===== config.mk =====
export PLATFORM = sky130hd
export DESIGN_NAME = otp_pot_slave
export DESIGN_NICKNAME = d
export VERILOG_FILES = /design/src/rtl/potslv_pkg.sv /design/src/rtl/potslv_lines.sv /design/src/rtl/potslv_proto.sv /design/src/rtl/potslv_wiper.sv /design/src/rtl/otp_pot_slave.sv
export SDC_FILE = /design/constraint.sdc
export NUM_CORES = 1
export LEC_CHECK = 0
export BUFFER_PORTS_ARGS = -buffer_cell sky130_fd_sc_hd__buf_2
export CAP_MARGIN = 20
export CELL_PAD_IN_SITES_DETAIL_PLACEMENT = 1
export CELL_PAD_IN_SITES_GLOBAL_PLACEMENT = 1
export CORE_ASPECT_RATIO = 0.5
export CORE_MARGIN = 2
export CORE_UTILIZATION = 42
export DETAILED_ROUTE_END_ITERATION = 8
export GPL_ROUTABILITY_DRIVEN = 0
export PLACE_DENSITY = 0.8
export SLEW_MARGIN = 20
export SYNTH_ARGS = -nofsm -noshare
export SYNTH_HDL_FRONTEND = slang
export SYNTH_SLANG_ARGS = --single-unit

===== constraint.sdc =====
create_clock -name clk -period 1.9 [get_ports clk]
set_clock_uncertainty 0.2 [all_clocks]
set_input_delay 0.285 -clock clk [delete_from_list [all_inputs] [get_ports clk]]
set_output_delay 0.285 -clock clk [all_outputs]
set_load 0.1 [all_outputs]

===== src/rtl/potslv_pkg.sv =====
// Shared types for the potentiometer bus slave.
package potslv_pkg;
    // Protocol sequencer states.
    typedef enum logic [2:0] {
        ST_IDLE,
        ST_ADDR,
        ST_INSTR,
        ST_WDATA,
        ST_ACK,
        ST_RDATA,
        ST_RACK
    } slv_state_t;
endpackage


===== src/rtl/potslv_lines.sv =====
// Line conditioner: synchronises SCL and SDA into the system clock domain,
// then derives SCL edges and START/STOP events.
// Assumes the system clock is at least 8x faster than SCL and that
// STAGES >= 2.
module potslv_lines #(
    parameter int STAGES = 2
) (
    input  logic clk,
    input  logic rst_n,
    input  logic scl_i,
    input  logic sda_i,
    output logic scl_s,
    output logic sda_s,
    output logic scl_rise,
    output logic scl_fall,
    output logic start_det,
    output logic stop_det
);
    logic [STAGES-1:0] scl_p, sda_p;
    logic scl_q, sda_q;

    // Synchroniser chains plus one delayed copy for edge detection; idle bus is high.
    always_ff @(posedge clk) begin
        if (!rst_n) begin
            scl_p <= '1;
            sda_p <= '1;
            scl_q <= 1'b1;
            sda_q <= 1'b1;
        end else begin
            scl_p <= {scl_p[STAGES-2:0], scl_i};
            sda_p <= {sda_p[STAGES-2:0], sda_i};
            scl_q <= scl_p[STAGES-1];
            sda_q <= sda_p[STAGES-1];
        end
    end

    assign scl_s     = scl_p[STAGES-1];
    assign sda_s     = sda_p[STAGES-1];
    assign scl_rise  = scl_s & ~scl_q;
    assign scl_fall  = ~scl_s & scl_q;
    assign start_det = scl_s & scl_q & sda_q & ~sda_s;
    assign stop_det  = scl_s & scl_q & ~sda_q & sda_s;
endmodule


===== src/rtl/potslv_proto.sv =====
// Protocol sequencer: shifts bytes in and out on SCL edges, matches the
// address, drives acknowledges and read data through an open-drain enable,
// and issues one write request per acknowledged data byte.
// Assumes conditioned SCL/SDA and event pulses from potslv_lines.
module potslv_proto
    import potslv_pkg::*;
#(
    parameter int          BYTE_W  = 8,
    parameter int          WIPER_W = 6,
    parameter int          ID_W    = 6,
    parameter logic [ID_W-1:0] DEV_ID = 6'b010110
) (
    input  logic               clk,
    input  logic               rst_n,
    input  logic               sda_s,
    input  logic               scl_rise,
    input  logic               scl_fall,
    input  logic               start_det,
    input  logic               stop_det,
    input  logic               strap,
    input  logic [WIPER_W-1:0] rd_value,
    output logic               sda_oe,
    output logic               wr_en,
    output logic [WIPER_W-1:0] wr_data,
    output logic               wr_otp
);
    localparam int CNT_W = $clog2(BYTE_W + 1);
    localparam logic [CNT_W-1:0] LAST = CNT_W'(BYTE_W);

    slv_state_t         state, after;
    logic [CNT_W-1:0]   cnt;
    logic [BYTE_W-1:0]  shreg, txreg;
    logic               wr_pend, mack;
    logic [BYTE_W-1:0]  rd_byte;
    logic               addr_hit;

    // Read byte is the wiper with zero-filled upper bits; address compare.
    assign rd_byte  = {{(BYTE_W-WIPER_W){1'b0}}, rd_value};
    assign addr_hit = (shreg[BYTE_W-1 -: ID_W] == DEV_ID) && (shreg[1] == strap);

    // Sequencer: byte reception, acknowledge, read transmission.
    always_ff @(posedge clk) begin
        if (!rst_n) begin
            state   <= ST_IDLE;
            after   <= ST_IDLE;
            cnt     <= '0;
            shreg   <= '0;
            txreg   <= '0;
            sda_oe  <= 1'b0;
            wr_en   <= 1'b0;
            wr_data <= '0;
            wr_otp  <= 1'b0;
            wr_pend <= 1'b0;
            mack    <= 1'b0;
        end else begin
            wr_en <= 1'b0;
            if (start_det) begin
                state   <= ST_ADDR;
                cnt     <= '0;
                sda_oe  <= 1'b0;
                wr_pend <= 1'b0;
            end else if (stop_det) begin
                state   <= ST_IDLE;
                sda_oe  <= 1'b0;
                wr_pend <= 1'b0;
            end else begin
                case (state)
                    ST_ADDR, ST_INSTR, ST_WDATA: begin
                        if (scl_rise) begin
                            shreg <= {shreg[BYTE_W-2:0], sda_s};
                            cnt   <= cnt + 1'b1;
                        end else if (scl_fall && cnt == LAST) begin
                            cnt <= '0;
                            if (state == ST_ADDR) begin
                                if (addr_hit) begin
                                    sda_oe <= 1'b1;
                                    state  <= ST_ACK;
                                    after  <= shreg[0] ? ST_RDATA : ST_INSTR;
                                end else begin
                                    state <= ST_IDLE;
                                end
                            end else if (state == ST_INSTR) begin
                                wr_otp <= shreg[BYTE_W-1];
                                sda_oe <= 1'b1;
                                state  <= ST_ACK;
                                after  <= ST_WDATA;
                            end else begin
                                wr_data <= shreg[WIPER_W-1:0];
                                wr_pend <= 1'b1;
                                sda_oe  <= 1'b1;
                                state   <= ST_ACK;
                                after   <= ST_WDATA;
                            end
                        end
                    end
                    ST_ACK: begin
                        if (scl_fall) begin
                            state <= after;
                            cnt   <= '0;
                            if (wr_pend) begin
                                wr_en   <= 1'b1;
                                wr_pend <= 1'b0;
                            end
                            if (after == ST_RDATA) begin
                                sda_oe <= ~rd_byte[BYTE_W-1];
                                txreg  <= {rd_byte[BYTE_W-2:0], 1'b0};
                            end else begin
                                sda_oe <= 1'b0;
                            end
                        end
                    end
                    ST_RDATA: begin
                        if (scl_rise) begin
                            cnt <= cnt + 1'b1;
                        end else if (scl_fall) begin
                            if (cnt == LAST) begin
                                sda_oe <= 1'b0;
                                state  <= ST_RACK;
                            end else begin
                                sda_oe <= ~txreg[BYTE_W-1];
                                txreg  <= {txreg[BYTE_W-2:0], 1'b0};
                            end
                        end
                    end
                    ST_RACK: begin
                        if (scl_rise) begin
                            mack <= ~sda_s;
                        end else if (scl_fall) begin
                            if (mack) begin
                                state  <= ST_RDATA;
                                cnt    <= '0;
                                sda_oe <= ~rd_byte[BYTE_W-1];
                                txreg  <= {rd_byte[BYTE_W-2:0], 1'b0};
                            end else begin
                                state <= ST_IDLE;
                            end
                        end
                    end
                    default: ;
                endcase
            end
        end
    end
endmodule


===== src/rtl/potslv_wiper.sv =====
// Wiper register with one-time-program lock: loads on write requests until
// a programming write sets the sticky lock, which only reset clears.
// Assumes write requests are single-cycle pulses.
module potslv_wiper #(
    parameter int WIPER_W = 6
) (
    input  logic               clk,
    input  logic               rst_n,
    input  logic               wr_en,
    input  logic [WIPER_W-1:0] wr_data,
    input  logic               wr_otp,
    output logic [WIPER_W-1:0] wiper,
    output logic               prog_strobe
);
    logic locked;

    // Wiper load, one-cycle program strobe and sticky lock.
    always_ff @(posedge clk) begin
        if (!rst_n) begin
            wiper       <= '0;
            prog_strobe <= 1'b0;
            locked      <= 1'b0;
        end else begin
            prog_strobe <= 1'b0;
            if (wr_en && !locked) begin
                wiper <= wr_data;
                if (wr_otp) begin
                    prog_strobe <= 1'b1;
                    locked      <= 1'b1;
                end
            end
        end
    end
endmodule


===== src/rtl/otp_pot_slave.sv =====
// Top level of the potentiometer bus slave: line conditioner, protocol
// sequencer and wiper/lock register.
// Assumes clk is at least 8x the SCL rate; SDA is open-drain (sda_oe_o=1 pulls low).
module otp_pot_slave #(
    parameter int              SYNC_STAGES = 2,
    parameter int              BYTE_W      = 8,
    parameter int              WIPER_W     = 6,
    parameter int              ID_W        = 6,
    parameter logic [ID_W-1:0] DEV_ID      = 6'b010110
) (
    input  logic               clk,
    input  logic               rst_n,
    input  logic               scl_i,
    input  logic               sda_i,
    input  logic               addr_strap_i,
    output logic               sda_oe_o,
    output logic [WIPER_W-1:0] wiper_o,
    output logic               prog_strobe_o
);
    logic scl_sync, sda_sync, scl_up, scl_dn, start_seen, stop_seen;
    logic wr_en;
    logic [WIPER_W-1:0] wr_data;
    logic wr_otp;

    potslv_lines #(.STAGES(SYNC_STAGES)) u_lines (
        .clk(clk), .rst_n(rst_n), .scl_i(scl_i), .sda_i(sda_i),
        .scl_s(scl_sync), .sda_s(sda_sync), .scl_rise(scl_up), .scl_fall(scl_dn),
        .start_det(start_seen), .stop_det(stop_seen)
    );

    potslv_proto #(.BYTE_W(BYTE_W), .WIPER_W(WIPER_W), .ID_W(ID_W), .DEV_ID(DEV_ID)) u_proto (
        .clk(clk), .rst_n(rst_n), .sda_s(sda_sync), .scl_rise(scl_up), .scl_fall(scl_dn),
        .start_det(start_seen), .stop_det(stop_seen), .strap(addr_strap_i),
        .rd_value(wiper_o), .sda_oe(sda_oe_o), .wr_en(wr_en), .wr_data(wr_data),
        .wr_otp(wr_otp)
    );

    potslv_wiper #(.WIPER_W(WIPER_W)) u_wiper (
        .clk(clk), .rst_n(rst_n), .wr_en(wr_en), .wr_data(wr_data), .wr_otp(wr_otp),
        .wiper(wiper_o), .prog_strobe(prog_strobe_o)
    );
endmodule


==> flow_metrics.tcl, run 1 <==
set metrics [dict create \
    outcome "completed" \
    synth_top_area_share 0.418 \
    cp_slowest_stage_delay_ns 0.37 \
    path_class "flip-flop to flip-flop" \
    dp.cells 344 \
    die_w_um 111 \
    htree_levels 2 \
    power_mw 2.01 \
    hpwl_um 4310 \
    portBuffers 12 \
    wl_met1_um 2970 \
    fmax_mhz 547 \
    vias_per_cell 5.82 \
    synth-seq-area-share 0.418 \
    path_buf_inv 2 \
    hp-class "input pin to flip-flop" \
    post-route-period-util 0.962 \
    antenna_found_initial 0 \
    worst_pin_slew_ns 0.504 \
    clkLatencyLatePin_ns 0.29 \
    syn_area_sq_mm 0.00239 \
    synth.area.top_cells "dfxtp_1 (42%), mux2i_1 (10%), a21oi_1 (4.2%)" \
    grt_max_degree 22 \
    path_delay_family "flip-flops" \
    tritoncts "done" \
    grt_pass1_wl_um 10300 \
    first_pass_iters 4 \
    ir_drop_uv 393 \
    syn_nets 265 \
    wire_per_inst_um 17.8 \
    grt_pass1_vias 2077 \
    maxCapViolations 0 \
    clk_pin_slew_worst_paths_ns 0.07 \
    power_density_mw_per_mm2 709 \
    route.detailed.drc 0 \
    clk_path_buf_depth 2 \
    num_vias 2077 \
    start_util 0.436 \
    core_area_sq_mm 0.00549 \
    critical-path-slowest-cell "dfxtp_2" \
    netlist_instances 258 \
    cp-end-kind "flip-flop" \
    relSlewSlack 0.666 \
    io_pins 13 \
    overflow 0 \
    avgSynthCellArea_sq_um 9.27 \
    layout.nets 291 \
    die_area_sq_mm 0.00635 \
    drt_wl_total_um 6360 \
    netlist-cell-type-count 54 \
    drtIter0Drc 97 \
    drive_gt1_frac 0.211 \
    cts-root-buf "clkbuf_16" \
    cp.required_ns 1.87 \
    final-instance-count-excl-fill 357 \
    drv_slew 0 \
    dr_wl_met2_um 3040 \
    area_delta_synth_final_pct 18.4 \
    num_antenna_cells 0 \
    cts_buffers 5 \
    synth_warnings 0 \
    crit_path_start_kind "flip-flop" \
    worstPathArrival_ns 1.80 \
    crit_chain "inv_1 > ha_1 > and4b_1 > o21ai_2 > clkdlybuf4s15_2 > nand2_1 > mux2i_1" \
    placementRows 19 \
    die-height_um 57.4 \
    synth_edf_count 0 \
    ant_nets 0 \
    synth_ff_type "dfxtp_1" \
    wl_met3_um 253 \
    period_minus_slack_ns 1.83 \
    synth_async_sr_flop_share 0 \
    path_max_fanout 5 \
    top_layer_used "met4" \
    clock_sinks 50 \
    grt.total_usage 0.204 \
    setup_viol 0 \
    yosysTopAreaCell "dfxtp_1" \
    ys_seq_elements 50 \
    finalHoldViolCount 0 \
    p_leak_nw 1.13 \
]
-- path summary, 6_finish.rpt --
check / startpoint / cells past startpoint / slack, ns / end
max: u_proto.cnt[1] / 7 / 0.07 / u_proto.txreg[7]
min: rst_n / 2 / 0.17 / u_proto.after[0]
max reg2reg: u_proto.cnt[1] / 7 / 0.07 / u_proto.txreg[7]
min reg2reg: u_lines.sda_p[0] / 1 / 0.21 / u_lines.sda_p[1]
-- logic make-up after synthesis --
kind of cell | synth area share
adders and majority gates | 0.0105
AOI/OAI and AO/OA | 0.183
xor gates and xnor gates | 0.0110
muxes | 0.105
buffers and inverters | 0.0465
DFF | 0.418
and+or+nand+nor | 0.226
-- layer usage --
| metal | vias to the layer above | track usage |
|---|---|---|
| met3 | 13 | 0.0351 |
| met4 | 0 | 0.0589 |
| met1 | 1041 | 0.264 |
| met2 | 43 | 0.357 |
| li1 | 980 | - |
| met5 | - | 0 |
-- Yosys cell counts (3+ instances only) --
library cell and number:
o21ai_0 9, a311oi_1 8, nand2_1 23, dfxtp_1 50, and2_1 4, a31oi_1 3, a21oi_1 20, nand4_1 3
buf_4 4, nand3b_1 3, nand2b_1 12, nor2_1 14, nor2b_1 5, mux2i_1 25, inv_1 7, o31ai_1 3
clkbuf_1 4, buf_2 5, nand3_1 10, nor3_1 3
-- power breakdown --
part	total, mW	switching, mW	internal (mW)	leakage [nW]
Combinational	0.0707	0.0439	0.0268	0.660
Sequential	1.06	0.00651	1.05	0.404
Clock	0.878	0.394	0.484	0.0701
Total	2.01	0.444	1.56	1.13
-- per-stage QoR --
step,area (sq um),setup TNS (ns),hold slack (ns),utilization,setup slack (ns)
2_1_floorplan,2390,0,0.186,-,0.164
3_3_place_gp,2570,0,0.195,0.469,0.0912
3_5_place_dp,2570,-0.0448,0.199,0.469,-0.0237
4_1_cts,2750,-0.00347,0.166,0.501,-0.00290
5_1_grt,2830,-0.00946,0.174,0.516,-0.00723
6_report,2830,0,0.165,0.516,0.0723
-- worst register-to-register path, cell delays in order, from the launching register on --
cell             delay, ns
dfxtp_2               0.37
inv_1                 0.06
ha_1                  0.18
and4b_1               0.19
o21ai_2               0.16
clkdlybuf4s15_2       0.29
nand2_1               0.12
mux2i_1               0.14
-- flip-flops by register name, summed over array words and instances (netlist names), 2 cells and up --
| register | cells |
|---|---|
| u_proto.shreg | 8 |
| u_proto.txreg | 7 |
| u_proto.state | 3 |
| u_wiper.wiper | 6 |
| u_proto.wr_data | 6 |
| u_lines.scl_p | 2 |
| u_proto.cnt | 4 |
| u_lines.sda_p | 2 |
| u_proto.after | 3 |
-- what timing repair did --
item,in CTS,in global routing
setup buffers,0,3
gates cloned,0,1
endpoints found under the hold margin,2,0
hold buffers,2,0
pin swaps,1,3
gates resized for setup,3,14
endpoints found under the setup margin,4,21
-- area by class of cell --
cell class	count	area [sq um]
tap	73	91.3
sequential	50	1010
multi-input combinational	186	1340
inverter	8	30.0
clock buffer	5	125
clock inverter	2	13.8
fill	621	2660
timing repair buffer	33	230
-- placed cells by master (no fill, tap or decap), types with 3 or more instances in the layout --
| cell | instances |
|---|---|
| o21ai_0 | 8 |
| nand2_1 | 23 |
| buf_4 | 17 |
| mux2i_1 | 25 |
| inv_1 | 7 |
| dfxtp_1 | 45 |
| a21oi_1 | 20 |
| nand2b_1 | 12 |
| and2_1 | 3 |
| nand3b_1 | 3 |
| clkbuf_16 | 5 |
| dfxtp_2 | 5 |
| nor3_1 | 3 |
| a311oi_1 | 6 |
| buf_2 | 12 |
| nand3_1 | 10 |
| a31oi_1 | 3 |
| nor2b_1 | 4 |
| nand4_1 | 3 |
| nor2_1 | 14 |
Note: power is estimated with default switching activity, not from simulation.
==> run 2: changes to the inputs <==
--- a/config.mk
+++ b/config.mk
@@ -5,13 +5,14 @@
 export SDC_FILE = /design/constraint.sdc
 export NUM_CORES = 1
 export LEC_CHECK = 0
+export ABC_AREA = 1
 export BUFFER_PORTS_ARGS = -buffer_cell sky130_fd_sc_hd__buf_2
 export CAP_MARGIN = 20
 export CELL_PAD_IN_SITES_DETAIL_PLACEMENT = 1
 export CELL_PAD_IN_SITES_GLOBAL_PLACEMENT = 1
 export CORE_ASPECT_RATIO = 0.5
 export CORE_MARGIN = 2
-export CORE_UTILIZATION = 42
+export CORE_UTILIZATION = 39
 export DETAILED_ROUTE_END_ITERATION = 8
 export GPL_ROUTABILITY_DRIVEN = 0
 export PLACE_DENSITY = 0.8
==> flow_metrics.tcl, run 2 <==
set metrics [dict create \
    synthXorXnorAreaFrac 0.00767 \
    synth_async_sr_flop_share 0 \
    num_vias 2189 \
    tritoncts "done" \
    clk_pin_slew_worst_paths_ns 0.07 \
    io_pins 13 \
    period_minus_slack_ns 1.81 \
    vias_per_cell 5.15 \
    crit_path_start_kind "flip-flop" \
    reg_top3 "u_proto.shreg (8), u_proto.txreg (7)" \
    hpwl_um 4540 \
    drv_slew 0 \
    yosysTopAreaCell "dfxtp_1" \
    synth_ff_type "dfxtp_1" \
    reg2reg_setup_slack_ns 0.09 \
    power_mw 2.74 \
    mostFrequentLayoutCell "nor2_1" \
    wire_per_inst_um 14.7 \
    cts_buffers 5 \
    finalHoldViolCount 0 \
    synth_top_area_share 0.438 \
    critical_path.startpoint "u_lines.scl_q" \
    path_class "flip-flop to flip-flop" \
    antenna_found_initial 0 \
    route.detailed.drc 0 \
    maxCapViolations 0 \
    synthTopCellsByCount "nand2_1 (69), nor2_1 (68), dfxtp_1 (50)" \
    post-route-period-util 0.954 \
    yosys.area_share.adder 0.0110 \
    synth_edf_count 0 \
    ys_seq_elements 50 \
    clkLatencyLatePin_ns 0.29 \
    fmax_mhz 551 \
    cts-root-buf "clkbuf_16" \
    grt_pass1_wl_um 10400 \
    utilization 0.490 \
    avgSynthCellArea_sq_um 6.99 \
    outcome "completed" \
    clock_sinks 50 \
    overflow 0 \
    setup_viol 0 \
    area_delta_synth_final_pct 19.2 \
    worst_pin_slew_ns 0.485 \
    synth_top_family_by_area "simple AND/OR/NAND/NOR gates" \
    drtIter0Drc 86 \
    placementRows 19 \
    r2r-start "u_lines.scl_q" \
    first_pass_iters 4 \
    synthSimpleGateAreaFrac 0.346 \
    multi_input_area_sq_mm 0.00119 \
    syn_area_sq_mm 0.00228 \
    portBuffers 12 \
    netlist_instances 327 \
    finalSetupTns_ns 0 \
    p_leak_nw 1.19 \
    grt.total_usage 0.206 \
    power_density_mw_per_mm2 1010 \
    die_area_sq_mm 0.00652 \
    postCtsSetupBuffers 0 \
    hp-class "input pin to flip-flop" \
    final_cell_mix "nor2_1 (65), nand2_1 (62), dfxtp_1 (47), o21ai_0 (28), inv_1 (23)" \
    drt_wl_total_um 6270 \
    htree_levels 2 \
    r2r_end "u_proto.cnt[0]" \
    grt_pass1_vias 2163 \
    netlist-cell-type-count 29 \
    drive_gt1_frac 0.213 \
    syn_nets 334 \
    ant_nets 0 \
    num_antenna_cells 0 \
    synthMuxAreaShare 0 \
    synth_warnings 0 \
    grt_max_degree 25 \
    top_register "u_proto.shreg" \
    core_area_sq_mm 0.00556 \
    cp-end-kind "flip-flop" \
    ir_drop_uv 522 \
    start_util 0.411 \
    layout.nets 358 \
    largest_reg_flops 8 \
    path_max_fanout 5 \
    die-height_um 58.1 \
    fillers 729 \
    endpoint "u_proto.cnt[0]" \
    synth_compound_area_frac 0.130 \
    synth.area.top_cells "dfxtp_1 (44%), nand2_1 (11%), nor2_1 (11%)" \
    synth-seq-area-share 0.438 \
    clk_path_buf_depth 2 \
    cp.required_ns 1.88 \
    worstPathArrival_ns 1.80 \
    synth_most_common_cell "nand2_1" \
    reg2reg_depth 9 \
    ff_latch_area_sq_mm 0.00100 \
    relSlewSlack 0.679 \
    die_w_um 112 \
]
## run 2: logic make-up (layout without fill, tap and decap cells)
group | count (synthesis) | after routing
XOR/XNOR | 2 | 2
adder cells (fa/ha/maj) | 2 | 2
AO/OA/AOI/OAI | 55 | 55
buffers and inverters | 38 | 63
AND/OR/NAND/NOR | 180 | 180
flip-flops | 50 | 50
## run 2: how the worst min path moves through the flow
stage                           from               end  slack, ns  depth (start not counted)
CTS                            rst_n     u_lines.sda_q       0.09                          2
detailed placement  u_lines.scl_p[0]  u_lines.scl_p[1]       0.20                          1
global route                   rst_n     u_lines.sda_q        0.1                          2
floorplan                      scl_i  u_lines.scl_p[0]       0.19                          1
global placement    u_lines.sda_p[0]  u_lines.sda_p[1]       0.19                          1
finish                         rst_n     u_lines.sda_q       0.08                          2
## run 2: layer usage
| layer | vias to the layer above | global-route usage | part of all wire |
|---|---|---|---|
| met2 | 43 | 0.344 | 0.46 |
| li1 | 1096 | - | - |
| met5 | - | 0 | 0 |
| met4 | 0 | 0.0784 | 0.020 |
| met1 | 1038 | 0.264 | 0.47 |
| met3 | 12 | 0.0481 | 0.047 |
## run 2: final cells by class
type,count,share of cell area
sequential,50,0.369
clock inverter,2,0.00643
inverter,32,0.0441
tap,73,0.0335
multi-input combinational,239,0.437
clock buffer,6,0.0510
timing repair buffer,23,0.0588
## run 2: repair_timing
item | 4_1_cts | 5_1_grt
setup endpoints to repair | 13 | 19
hold endpoints to repair | 2 | 0
gates resized for setup | 7 | 15
pin swaps | 0 | 3
hold buffers | 2 | 0
## run 2: power by group
part	switching [mW]	internal, mW
clock network	0.413	0.529
logic	0.459	0.191
registers	0.0522	1.09
total	0.924	1.81
## run 2: worst max-delay path, stage by stage, from the launching register on
cell and delay (ns):
dfxtp_1 0.35, inv_1 0.07, nor2_2 0.22, inv_1 0.15
nand2_1 0.12, nand2_1 0.12, nor2_4 0.18, nand2_2 0.11
nand2_1 0.12, a21oi_2 0.07
## run 2: stage by stage
stage	area, sq um	std cells	hold slack [ns]	setup slack, ns
after global placement	2480	415	0.194	0.0842
after detailed placement	2480	415	0.202	-0.0856
after global routing	2720	425	0.0961	-0.0376
final	2720	425	0.0837	0.0866
after floorplan	2280	327	0.192	0.187
after CTS	2680	425	0.0907	0.0218
==> run 3: changes to the inputs <==
--- a/config.mk
+++ b/config.mk
@@ -15,8 +15,9 @@
 export CORE_UTILIZATION = 39
 export DETAILED_ROUTE_END_ITERATION = 8
 export GPL_ROUTABILITY_DRIVEN = 0
-export PLACE_DENSITY = 0.8
+export PLACE_DENSITY = 0.81
 export SLEW_MARGIN = 20
 export SYNTH_ARGS = -nofsm -noshare
 export SYNTH_HDL_FRONTEND = slang
+export SYNTH_HIERARCHICAL = 1
 export SYNTH_SLANG_ARGS = --single-unit
==> flow_metrics.tcl, run 3 <==
set metrics [dict create \
    placementRows 20 \
    crit_path_start_kind "flip-flop" \
    dp_slack_ns -0.161 \
    htree_levels 2 \
    p_leak_nw 1.42 \
    rsz0062_at_grt "true" \
    synth_most_common_cell "nand2_1" \
    avgSynthCellArea_sq_um 6.54 \
    portBuffers 12 \
    finalHoldViolCount 0 \
    ant_nets 0 \
    netlist_instances 375 \
    drive_gt1_frac 0.222 \
    power_density_mw_per_mm2 1240 \
    num_antenna_cells 0 \
    cts_buffers 5 \
    synthTopCellsByCount "nand2_1 (81), nor2_1 (64), dfxtp_1 (50)" \
    synth_warnings 6 \
    clk_pin_slew_worst_paths_ns 0.07 \
    die_area_sq_mm 0.00698 \
    die_w_um 116 \
    final_cell_mix "nand2_1 (78), nor2_1 (60), dfxtp_1 (46), inv_1 (40), nand3_1 (27)" \
    cts-root-buf "clkbuf_16" \
    fillers 794 \
    vias_per_cell 5.25 \
    drt_wl_total_um 8050 \
    tritoncts "done" \
    synth.area.top_cells "dfxtp_1 (41%), nand2_1 (12%), nor2_1 (9.8%)" \
    core_area_sq_mm 0.00608 \
    multi_input_area_sq_mm 0.00129 \
    outcome "finished, violations left" \
    final-instance-count-excl-fill 503 \
    dp.cells 489 \
    synth_ff_type "dfxtp_1" \
    synth_top_area_share 0.408 \
    clock_sinks 50 \
    syn_area_sq_mm 0.00245 \
    antenna_found_initial 0 \
    largest_reg_flops 8 \
    grt.total_usage 0.231 \
    top_register "u_proto/shreg" \
    clkLatencyLatePin_ns 0.30 \
    netlist-cell-type-count 25 \
    grt_pass1_vias 2523 \
    synth_edf_count 0 \
    maxCapViolations 0 \
    setup_viol 3 \
    area_delta_synth_final_pct 25.2 \
    overflow 0 \
    hp-class "input pin to flip-flop" \
    path_class "flip-flop to flip-flop" \
    route.detailed.drc 0 \
    worst_pin_slew_ns 0.494 \
    yosysTopAreaCell "dfxtp_1" \
    violations "setup timing" \
    grt_pass1_wl_um 12200 \
    drv_slew 0 \
    worstPathArrival_ns 1.95 \
    ff_latch_area_sq_mm 0.00101 \
    post-route-period-util 1.03 \
    path_max_fanout 6 \
    reg_top3 "u_proto/shreg (8), u_proto/txreg (7)" \
    layout.nets 422 \
    io_pins 13 \
    ys_seq_elements 50 \
    hpwl_um 5590 \
    ir_drop_uv 484 \
    mostFrequentLayoutCell "nand2_1" \
    start_util 0.403 \
    cp.required_ns 1.89 \
    drtIter0Drc 106 \
    num_vias 2639 \
    relSlewSlack 0.673 \
    syn_nets 382 \
    synth_async_sr_flop_share 0 \
    clk_path_buf_depth 2 \
    setup_ws_ns -0.0585 \
    fmax_mhz 511 \
    die-height_um 60.1 \
    synth-seq-area-share 0.408 \
    grt_max_degree 34 \
    first_pass_iters 5 \
    wire_per_inst_um 16.0 \
    period_minus_slack_ns 1.96 \
    cp-end-kind "flip-flop" \
]
==> run 3: repair_timing <==
item,in CTS,in global routing
endpoints found under the hold margin,2,0
resized for setup,3,35
endpoints found under the setup margin,14,26
pin swaps,1,11
buffers inserted,0,5
hold buffers,2,0
==> run 3: path summary, 6_finish.rpt <==
| path | startpoint | endpoint | slack, ns | cells after the start |
|---|---|---|---|---|
| worst max register to register | u_lines/scl_p[1] | u_proto/cnt[1] | -0.06 | 10 |
| worst min-delay path | rst_n | u_lines/sda_p[1] | 0.05 | 2 |
| worst min register to register | u_lines/sda_p[0] | u_lines/sda_p[1] | 0.21 | 2 |
| worst max-delay path | u_lines/scl_p[1] | u_proto/cnt[1] | -0.06 | 10 |
==> run 3: layer usage <==
layer	GRT usage	wire length, um	share of wire
met5	0	0	0
met4	0.0867	319	0.040
met2	0.393	3700	0.46
met1	0.287	3520	0.44
met3	0.0598	509	0.063
==> run 3: final cells by class <==
cell class | count | area share
Clock buffer | 5 | 0.0407
Sequential cell | 50 | 0.327
Multi-Input combinational cell | 263 | 0.420
Inverter | 53 | 0.0668
Clock inverter | 2 | 0.0126
Timing Repair Buffer | 42 | 0.0969
Tap cell | 88 | 0.0358
==> run 3: stage by stage <==
stage / hold WS [ns] / cell area (sq um) / TNS [ns] / utilization / power, mW
global route: 0.0523 / 3070 / -1.13 / 0.505 / 4.02
floorplan: 0.154 / 2450 / 0 / - / 2.11
finish: 0.0471 / 3070 / -0.118 / 0.505 / 3.81
global placement: 0.183 / 2750 / -0.246 / 0.451 / 2.47
detailed placement: 0.197 / 2750 / -1.25 / 0.451 / 2.55
CTS: 0.0471 / 2940 / -0.0967 / 0.483 / 3.62
==> run 3: cell families (layout without fill, tap and decap cells) <==
family / after synthesis / after routing / synth area share
buffers and inverters: 62 / 102 / 0.102
and+or+nand+nor: 199 / 199 / 0.348
DFF: 50 / 50 / 0.408
xor gates and xnor gates: 1 / 1 / 0.00357
adders and majority gates: 2 / 2 / 0.0102
AOI/OAI and AO/OA: 61 / 61 / 0.128
==> run 3: power breakdown <==
part	switching [mW]	total, mW	internal, mW	leakage, nW
registers	0.0980	1.25	1.15	0.407
logic	1.01	1.53	0.513	0.933
clock network	0.410	1.03	0.617	0.0799
total	1.52	3.81	2.28	1.42
==> run 3: worst max-delay path, cell delays in order, from the launching register on <==
cell and delay (ns):
dfxtp_1 0.38, inv_1 0.11, nor2_1 0.17, buf_6 0.17
clkinvlp_4 0.14, nand3_1 0.12, nand2_1 0.09, nor2_4 0.15
nand2_2 0.11, o21ai_1 0.16, nor2_1 0.05
